File: src/rtl/cyc74_pkg.sv
package cyc74_pkg;

    // Modulo-2 remainder of val by generator g of degree r.
    function automatic logic [31:0] gf2_mod(input logic [31:0] val,
                                            input logic [31:0] g,
                                            input int          r);
        logic [31:0] v;
        v = val;
        for (int i = 31; i >= 0; i--) begin
            if (i >= r && v[i]) begin
                v = v ^ (g << (i - r));
            end
        end
        return v;
    endfunction

endpackage

File: src/rtl/cyc74_enc_core.sv
module cyc74_enc_core #(
    parameter int          N     = 7,
    parameter int          K     = 4,
    parameter logic [31:0] GPOLY = 32'hB
) (
    input  logic [K-1:0] msg,
    output logic [N-1:0] code
);
    import cyc74_pkg::*;
    localparam int R = N - K;

    logic [R-1:0] rem;

    always_comb begin
        rem  = R'(gf2_mod(32'(msg) << R, GPOLY, R));
        code = {msg, rem};
    end
endmodule

File: src/rtl/cyc74_dec_core.sv
module cyc74_dec_core #(
    parameter int          N     = 7,
    parameter int          K     = 4,
    parameter logic [31:0] GPOLY = 32'hB
) (
    input  logic [N-1:0]   word,
    output logic [N-K-1:0] syn,
    output logic           err,
    output logic [N-1:0]   fixed,
    output logic [K-1:0]   msg
);
    import cyc74_pkg::*;
    localparam int R = N - K;

    logic [N-1:0] hit;

    always_comb begin
        syn = R'(gf2_mod(32'(word), GPOLY, R));
    end

    // One comparator per bit position against x^i mod g(x).
    for (genvar i = 0; i < N; i++) begin : g_pos
        localparam logic [R-1:0] SIG = R'(gf2_mod(32'(1) << i, GPOLY, R));
        assign hit[i] = (syn == SIG);
    end

    always_comb begin
        err   = |syn;
        fixed = word ^ (err ? hit : '0);
        msg   = fixed[N-1:R];
    end
endmodule

File: src/rtl/cyc74_stage.sv
module cyc74_stage #(
    parameter int W = 8
) (
    input  logic         clk,
    input  logic         rst_n,
    input  logic         in_valid,
    output logic         in_ready,
    input  logic [W-1:0] in_data,
    output logic         out_valid,
    input  logic         out_ready,
    output logic [W-1:0] out_data
);
    typedef struct packed {
        logic         vld;
        logic [W-1:0] dat;
    } stage_t;

    stage_t st_d, st_q;

    always_comb begin
        st_d     = st_q;
        in_ready = !st_q.vld || out_ready;
        if (in_ready) begin
            st_d.vld = in_valid;
            if (in_valid) begin
                st_d.dat = in_data;
            end
        end
    end

    always_ff @(posedge clk or negedge rst_n) begin
        if (!rst_n) begin
            st_q <= '0;
        end else begin
            st_q <= st_d;
        end
    end

    assign out_valid = st_q.vld;
    assign out_data  = st_q.dat;
endmodule

File: src/rtl/cyc74_codec.sv
module cyc74_codec #(
    parameter int          N     = 7,
    parameter int          K     = 4,
    parameter logic [31:0] GPOLY = 32'hB
) (
    input  logic             clk,
    input  logic             rst_n,
    input  logic             enc_in_valid,
    output logic             enc_in_ready,
    input  logic [K-1:0]     enc_msg,
    output logic             enc_out_valid,
    input  logic             enc_out_ready,
    output logic [N-1:0]     enc_code,
    input  logic             dec_in_valid,
    output logic             dec_in_ready,
    input  logic [N-1:0]     dec_word,
    output logic             dec_out_valid,
    input  logic             dec_out_ready,
    output logic [N-K-1:0]   dec_syndrome,
    output logic             dec_err,
    output logic [N-1:0]     dec_fixed,
    output logic [K-1:0]     dec_msg
);
    localparam int R  = N - K;
    localparam int DW = R + 1 + N + K;

    logic [N-1:0]  enc_code_c;
    logic [R-1:0]  syn_c;
    logic          err_c;
    logic [N-1:0]  fixed_c;
    logic [K-1:0]  msg_c;
    logic [DW-1:0] dec_pack_q;

    cyc74_enc_core #(.N(N), .K(K), .GPOLY(GPOLY)) u_enc (
        .msg  (enc_msg),
        .code (enc_code_c)
    );

    cyc74_dec_core #(.N(N), .K(K), .GPOLY(GPOLY)) u_dec (
        .word  (dec_word),
        .syn   (syn_c),
        .err   (err_c),
        .fixed (fixed_c),
        .msg   (msg_c)
    );

    cyc74_stage #(.W(N)) u_enc_stage (
        .clk       (clk),
        .rst_n     (rst_n),
        .in_valid  (enc_in_valid),
        .in_ready  (enc_in_ready),
        .in_data   (enc_code_c),
        .out_valid (enc_out_valid),
        .out_ready (enc_out_ready),
        .out_data  (enc_code)
    );

    cyc74_stage #(.W(DW)) u_dec_stage (
        .clk       (clk),
        .rst_n     (rst_n),
        .in_valid  (dec_in_valid),
        .in_ready  (dec_in_ready),
        .in_data   ({syn_c, err_c, fixed_c, msg_c}),
        .out_valid (dec_out_valid),
        .out_ready (dec_out_ready),
        .out_data  (dec_pack_q)
    );

    assign {dec_syndrome, dec_err, dec_fixed, dec_msg} = dec_pack_q;
endmodule

File: config.mk
export PLATFORM = sky130hd
export DESIGN_NAME = cyc74_codec
export DESIGN_NICKNAME = d
export VERILOG_FILES = /design/src/rtl/cyc74_pkg.sv /design/src/rtl/cyc74_enc_core.sv /design/src/rtl/cyc74_dec_core.sv /design/src/rtl/cyc74_stage.sv /design/src/rtl/cyc74_codec.sv
export SDC_FILE = /design/constraint.sdc
export NUM_CORES = 1
export LEC_CHECK = 0
export BUFFER_PORTS_ARGS = -buffer_cell sky130_fd_sc_hd__buf_2
export CAP_MARGIN = 20
export CELL_PAD_IN_SITES_DETAIL_PLACEMENT = 1
export CELL_PAD_IN_SITES_GLOBAL_PLACEMENT = 1
export CORE_AREA = 3 3 62 64
export CTS_BUF_LIST = sky130_fd_sc_hd__clkbuf_16
export DETAILED_ROUTE_END_ITERATION = 16
export DIE_AREA = 0 0 65 67
export PLACE_DENSITY = 0.85
export SLEW_MARGIN = 20
export SYNTH_ARGS = -nofsm -noshare
export SYNTH_HDL_FRONTEND = slang
export SYNTH_SLANG_ARGS = --single-unit
File: constraint.sdc
create_clock -name clk -period 1.4 [get_ports clk]
set_input_delay 0.28 -clock clk [delete_from_list [all_inputs] [get_ports clk]]
set_output_delay 0.28 -clock clk [all_outputs]
set_load 0.03 [all_outputs]
Yosys cells after proc, flatten, opt, wreduce, memory -nomap -nowiden

Cells that the tools add are included.

Bitwise logic cells: 9
Multiplexer cells: 9
Equality and inequality tests: 7
Reduce and logical (&&, ||, !) cells: 7

Operators by type and width:

| operator                                            | number |
|---|---|
| inverter 2 bit                                      | 8 |
| equality test 3 bit, second input constant          | 4 |
| two-way mux 5 bit                                   | 2 |
| two-way mux 4 bit                                   | 2 |
| two-way mux 7 bit                                   | 1 |
| bitwise XOR 7 bit                                   | 1 |
| equality test 3 x 2 -> 1 bit, second input constant | 2 |
| two-way mux 3 bit                                   | 2 |
| two-way mux 2 bit                                   | 2 |
| AND reduction 2 bit                                 | 2 |
| equality test 3 x 1 -> 1 bit, second input constant | 1 |
| OR reduction 3 bit                                  | 1 |
| logical NOT 1 bit                                   | 2 |
| logical OR 1 bit                                    | 2 |

Input port bits: 17
Output and inout port bits: 26
Flip-flop bits (word level): 24
Logic and storage cells: 36

Logic depth before layout (Yosys ltp)

Word-level depth: 11
Gate-level depth with buffers: 6
Depth with buffers taken out: 5

By module

A second synthesis with hierarchy kept.

Cell total of the unflattened synthesis: 91
Area total of the unflattened synthesis: 1363.8 sq um

By module, submodules not included:

| module                    | sequential area each (sq um) | instances | area each (sq um) | cells an instance |
|---|---|---|---|---|
| cyc74_stage (u_dec_stage) | 400.4                        | 1         | 659.4             | 35 |
| cyc74_stage (u_enc_stage) | 200.2                        | 1         | 337.8             | 18 |
| cyc74_dec_core            | 0.0                          | 1         | 265.3             | 31 |
| cyc74_enc_core            | 0.0                          | 1         | 101.3             | 7 |

Worst setup path before layout

Ideal clock, no wire load.

Kind: register to register
Start: reg u_dec_stage.st_q (netlist bit u_dec_stage.out_valid)
End: reg u_dec_stage.st_q (netlist bit u_dec_stage.out_data[13])
Slack: -0.181 ns
Period minus slack after synthesis: 1.581 ns
Stages on the path, launching flop included: 5
Required time: 1.263 ns
Setup time: 0.137 ns
Arrival: 1.444 ns
Cells stage by stage: dfrtp_1 > nand2b_1 > nand2_1 > buf_1 > o21ai_0

Cells in the longest elaborated chain, start to end: 3

Ends and longest elaborated chain:

| item                                 | line              | text |
|---|---|---|
| start: declaration                   | cyc74_stage.sv:18 | `stage_t st_d, st_q;` |
| start signal: assignment             | cyc74_stage.sv:35 | `st_q <= st_d;` |
| logical NOT 1 bit                    | cyc74_stage.sv:22 | `in_ready = !st_q.vld \|\| out_ready;` |
| logical OR 1 bit                     | cyc74_stage.sv:22 |  |
| via dec_in_ready                     | cyc74_codec.sv:15 | `output logic dec_in_ready,` |
| AND reduction 2 bit (no source line) | -                 |  |

The timed path passes the listed nets, and every way through them passes these cells.
A chain may end at the register's enable or synchronous reset.

Worst setup path in the final report

Start: in dec_word[6]
End: reg u_dec_stage.st_q (netlist bit u_dec_stage.out_data[10])

Cells in the longest elaborated chain, start to end: 7

Ends and longest elaborated chain:

| item                                                                 | line                                       | text |
|---|---|---|
| start: declaration                                                   | cyc74_codec.sv:16                          | `input logic [N-1:0] dec_word,` |
| two-way mux 5 bit                                                    | cyc74_pkg.sv:10                            | `if (i >= r && v[i]) begin` |
| inverter 2 bit (no source line) or two-way mux 3 bit (tied branches) | -                                          |  |
| two-way mux 4 bit or inverter 2 bit (tied branches)                  | -                                          |  |
| two-way mux 2 bit                                                    | cyc74_pkg.sv:10                            |  |
| equality test 3 bit or OR reduction 3 bit (tied branches)            | cyc74_dec_core.sv:24, cyc74_dec_core.sv:28 |  |
| two-way mux 7 bit                                                    | cyc74_dec_core.sv:29                       | `fixed = word ^ (err ? hit : '0);` |
| bitwise XOR 7 bit (*)                                                | cyc74_dec_core.sv:29                       |  |

Every way passes the cells marked *; elsewhere a longest branch is shown, timed or not.

==> metrics.yaml <==
initial_utilization_pct: 36.0
core_area_um2: 3340
slew_viol_final: 0
worstSetupPathType: "input port to flop"
floorplan.die_area_um2: 4360
required_ns: 1.58
synth_top_family_by_area: "XOR/XNOR gates"
hold_path_depth: 2
p_int_mw: 1.38
cts-root-buf: "clkbuf_16"
finish.utilization_pct: 48.4
final_nets: 182
vias_per_cell: 4.74
worst_slew_pin_slew_ns: 0.445
final-hold-violation-count: 0
fin_crit_sh_pct: 95.4
ant_nets: 0
avgSynthCellArea_um2: 10.6
max_freq_ghz: 0.749
worstPathArrival_ns: 1.51
p_leak_nw: 0.742
reg2reg_slack_ns: 0.26
synth_mux_area_share_pct: 5.52
hpwl_um: 2470
status: "finished, final reports clean"
wire_per_inst_um: 14.4
synthSimpleGateAreaFrac_pct: 17.4
pwr-share-seq_pct: 33.8
power_density_nw_per_um2: 1360
final_cell_mix: "buf_2, dfrtp_1, nand2_1, buf_4, o21ai_0"
ys_types: 32
synth_warnings: 0
startpoint_type: "input port"
drv_cap: 0
clkTransAtPathRegs_ns: 0.05
antenna_found_initial: 0
cts_buffers: 3
switchingPower_uw: 820
design_area_um2: 1610
grt_pass1_vias: 1047
dr.pass1.iters: 3
h-tree-depth: 1
synth_fa_ha_area_share_pct: 0
relSlewSlack_pct: 70.3
drive_gt1_share_pct: 46.0
dpl_cell_area_um2: 1510
gp_congestion: 0.775
p_total_mw: 2.20
synth_compound_area_share_pct: 8.53
die_h_um: 67
fill_cells: 403
drc: 0
syn_nets: 130
hp-class: "input port to flop"
timing.final.crit_period_ns: 1.34
cts_tree: "built"
portBuffers: 42
synth-xor-area-share_pct: 20.5
synthCells: 113
combPwrFrac_pct: 40.0
clk-insertion-delay-late_ns: 0.25
ys_ff_latch: 20
clkPwrFrac_pct: 26.2
setup_viol: 0
gr-total-overflow: 0
dp_slack_ns: -0.237
rsz0062_at_grt: "no"
setup_ws_ns: 0.0646
clockBufferDepth: 2
ff2ff_path_depth: 3
final_common_cell: "buf_2"
num_rows: 21
n_antenna_cell: 0
grt_start_max_net_pins: 21
endpoint_kind: "flop"
ios: 43
fin_skew_ns: 0.00277
synth_area_um2: 1200
clock-sinks: 20
vias: 990
grt_usage_pct: 15.0
wl_um: 3020
area_growth_pct: 34.2
grt_pass1_wl_um: 4820
irDropWorstVdd_v: 0.000466
worstPathMaxFanout: 7
die_w_um: 65
drtIter0Drc: 11
switching_share_pct: 37.3
ys_seq_area_share_pct: 41.6
fin_hold_ws_ns: 0.255
## worst max-delay path: stages
cell,delay [ns]
buf_2,0.16
xnor2_4,0.24
xor2_4,0.16
or3b_1,0.37
xor2_1,0.17
o21ai_1,0.12
## registers in the layout (all words and copies together), names as in the netlist
name / cells
u_dec_stage.out_data: 11
u_dec_stage.out_valid: 1
u_enc_stage.out_data: 7
u_enc_stage.out_valid: 1
## Yosys cell counts
library cell   n  area share, %
xor2_1         6            4.4
nor2b_1        2            1.0
nand4b_1       2            1.5
o21ai_0       10            4.2
dfrtp_1       20             42
xnor2_4        2            4.6
or3b_1         1           0.73
mux2_2         5            4.7
buf_1          1           0.31
o21ai_1        2           0.83
buf_4          4            2.5
xnor2_2        2            2.7
o31ai_1        1           0.62
nand2_1       16            5.0
o31a_1         1           0.73
and3b_1        1           0.73
and2_1         1           0.52
xor2_4         1            2.3
nand2b_1       4            2.1
a31oi_1        2            1.0
buf_6          3            2.8
xnor2_1        9            6.6
or4_1          1           0.62
nand3_1        2           0.83
buf_2          2           0.83
a21oi_1        1           0.42
nor3_1         2           0.83
nor3b_2        1            1.0
mux2i_1        1           0.83
nor3b_1        2            1.2
nor2_1         4            1.2
o311ai_0       1           0.73
## power groups by stage
stage	sequential (mW)	clock, mW	combinational, mW
finish	0.744	0.576	0.879
global route	0.759	0.616	0.941
CTS	0.748	0.590	0.884
detailed placement	0.756	0	0.875
global placement	0.747	0	0.844
floorplan	0.966	0	0.394
## logic make-up (layout without fill, tap and decap cells)
kind of cell | count (synthesis) | in the layout
AND/OR/NAND/NOR | 39 | 39
XOR/XNOR | 20 | 20
flip-flops | 20 | 20
AO/OA/AOI/OAI | 18 | 18
buffers and inverters | 10 | 60
multiplexers | 6 | 6
## cell type report
class,count,area (um^2),area share (%)
multi-input combinational,83,647,40.1
clock buffer,3,75.1,4.65
tap,46,57.6,3.57
sequential,20,500,31.0
timing repair buffer,57,334,20.7
## metal layers
layer	GRT usage [%]	routed length [um]	vias up
met4	6.33	53	0
met1	14.2	1060	475
met3	2.87	189	5
li1	-	-	478
met2	30.7	1720	32
met5	0	0	-
## worst paths after layout
path / startpoint / end
worst max-delay path: dec_word[6] / u_dec_stage.out_data[10]$_DFFE_PN0P_
max in group asynchronous: rst_n / u_enc_stage.out_data[3]$_DFFE_PN0P_
worst min-delay path: enc_in_valid / u_enc_stage.out_valid$_DFFE_PN0N_
min in group asynchronous: rst_n / u_dec_stage.out_data[4]$_DFFE_PN0P_
worst max register to register: u_dec_stage.out_valid$_DFFE_PN0N_ / u_dec_stage.out_data[14]$_DFFE_PN0P_
worst min register to register: u_enc_stage.out_data[0]$_DFFE_PN0P_ / u_enc_stage.out_data[0]$_DFFE_PN0P_
## stage by stage
step | TNS (ns) | instances
final | 0 | 209
after CTS | 0 | 209
after detailed placement | -1.16 | 205
after floorplan | -0.126 | 113
after global placement | -0.691 | 205
after global routing | 0 | 209
## repair_timing
action,in CTS,in global routing
setup endpoints to repair,0,1
endpoints found under the hold margin,20,0
hold buffers,1,0
resized for setup,0,7
setup buffers,0,0
(Power assumes the default switching activity.)
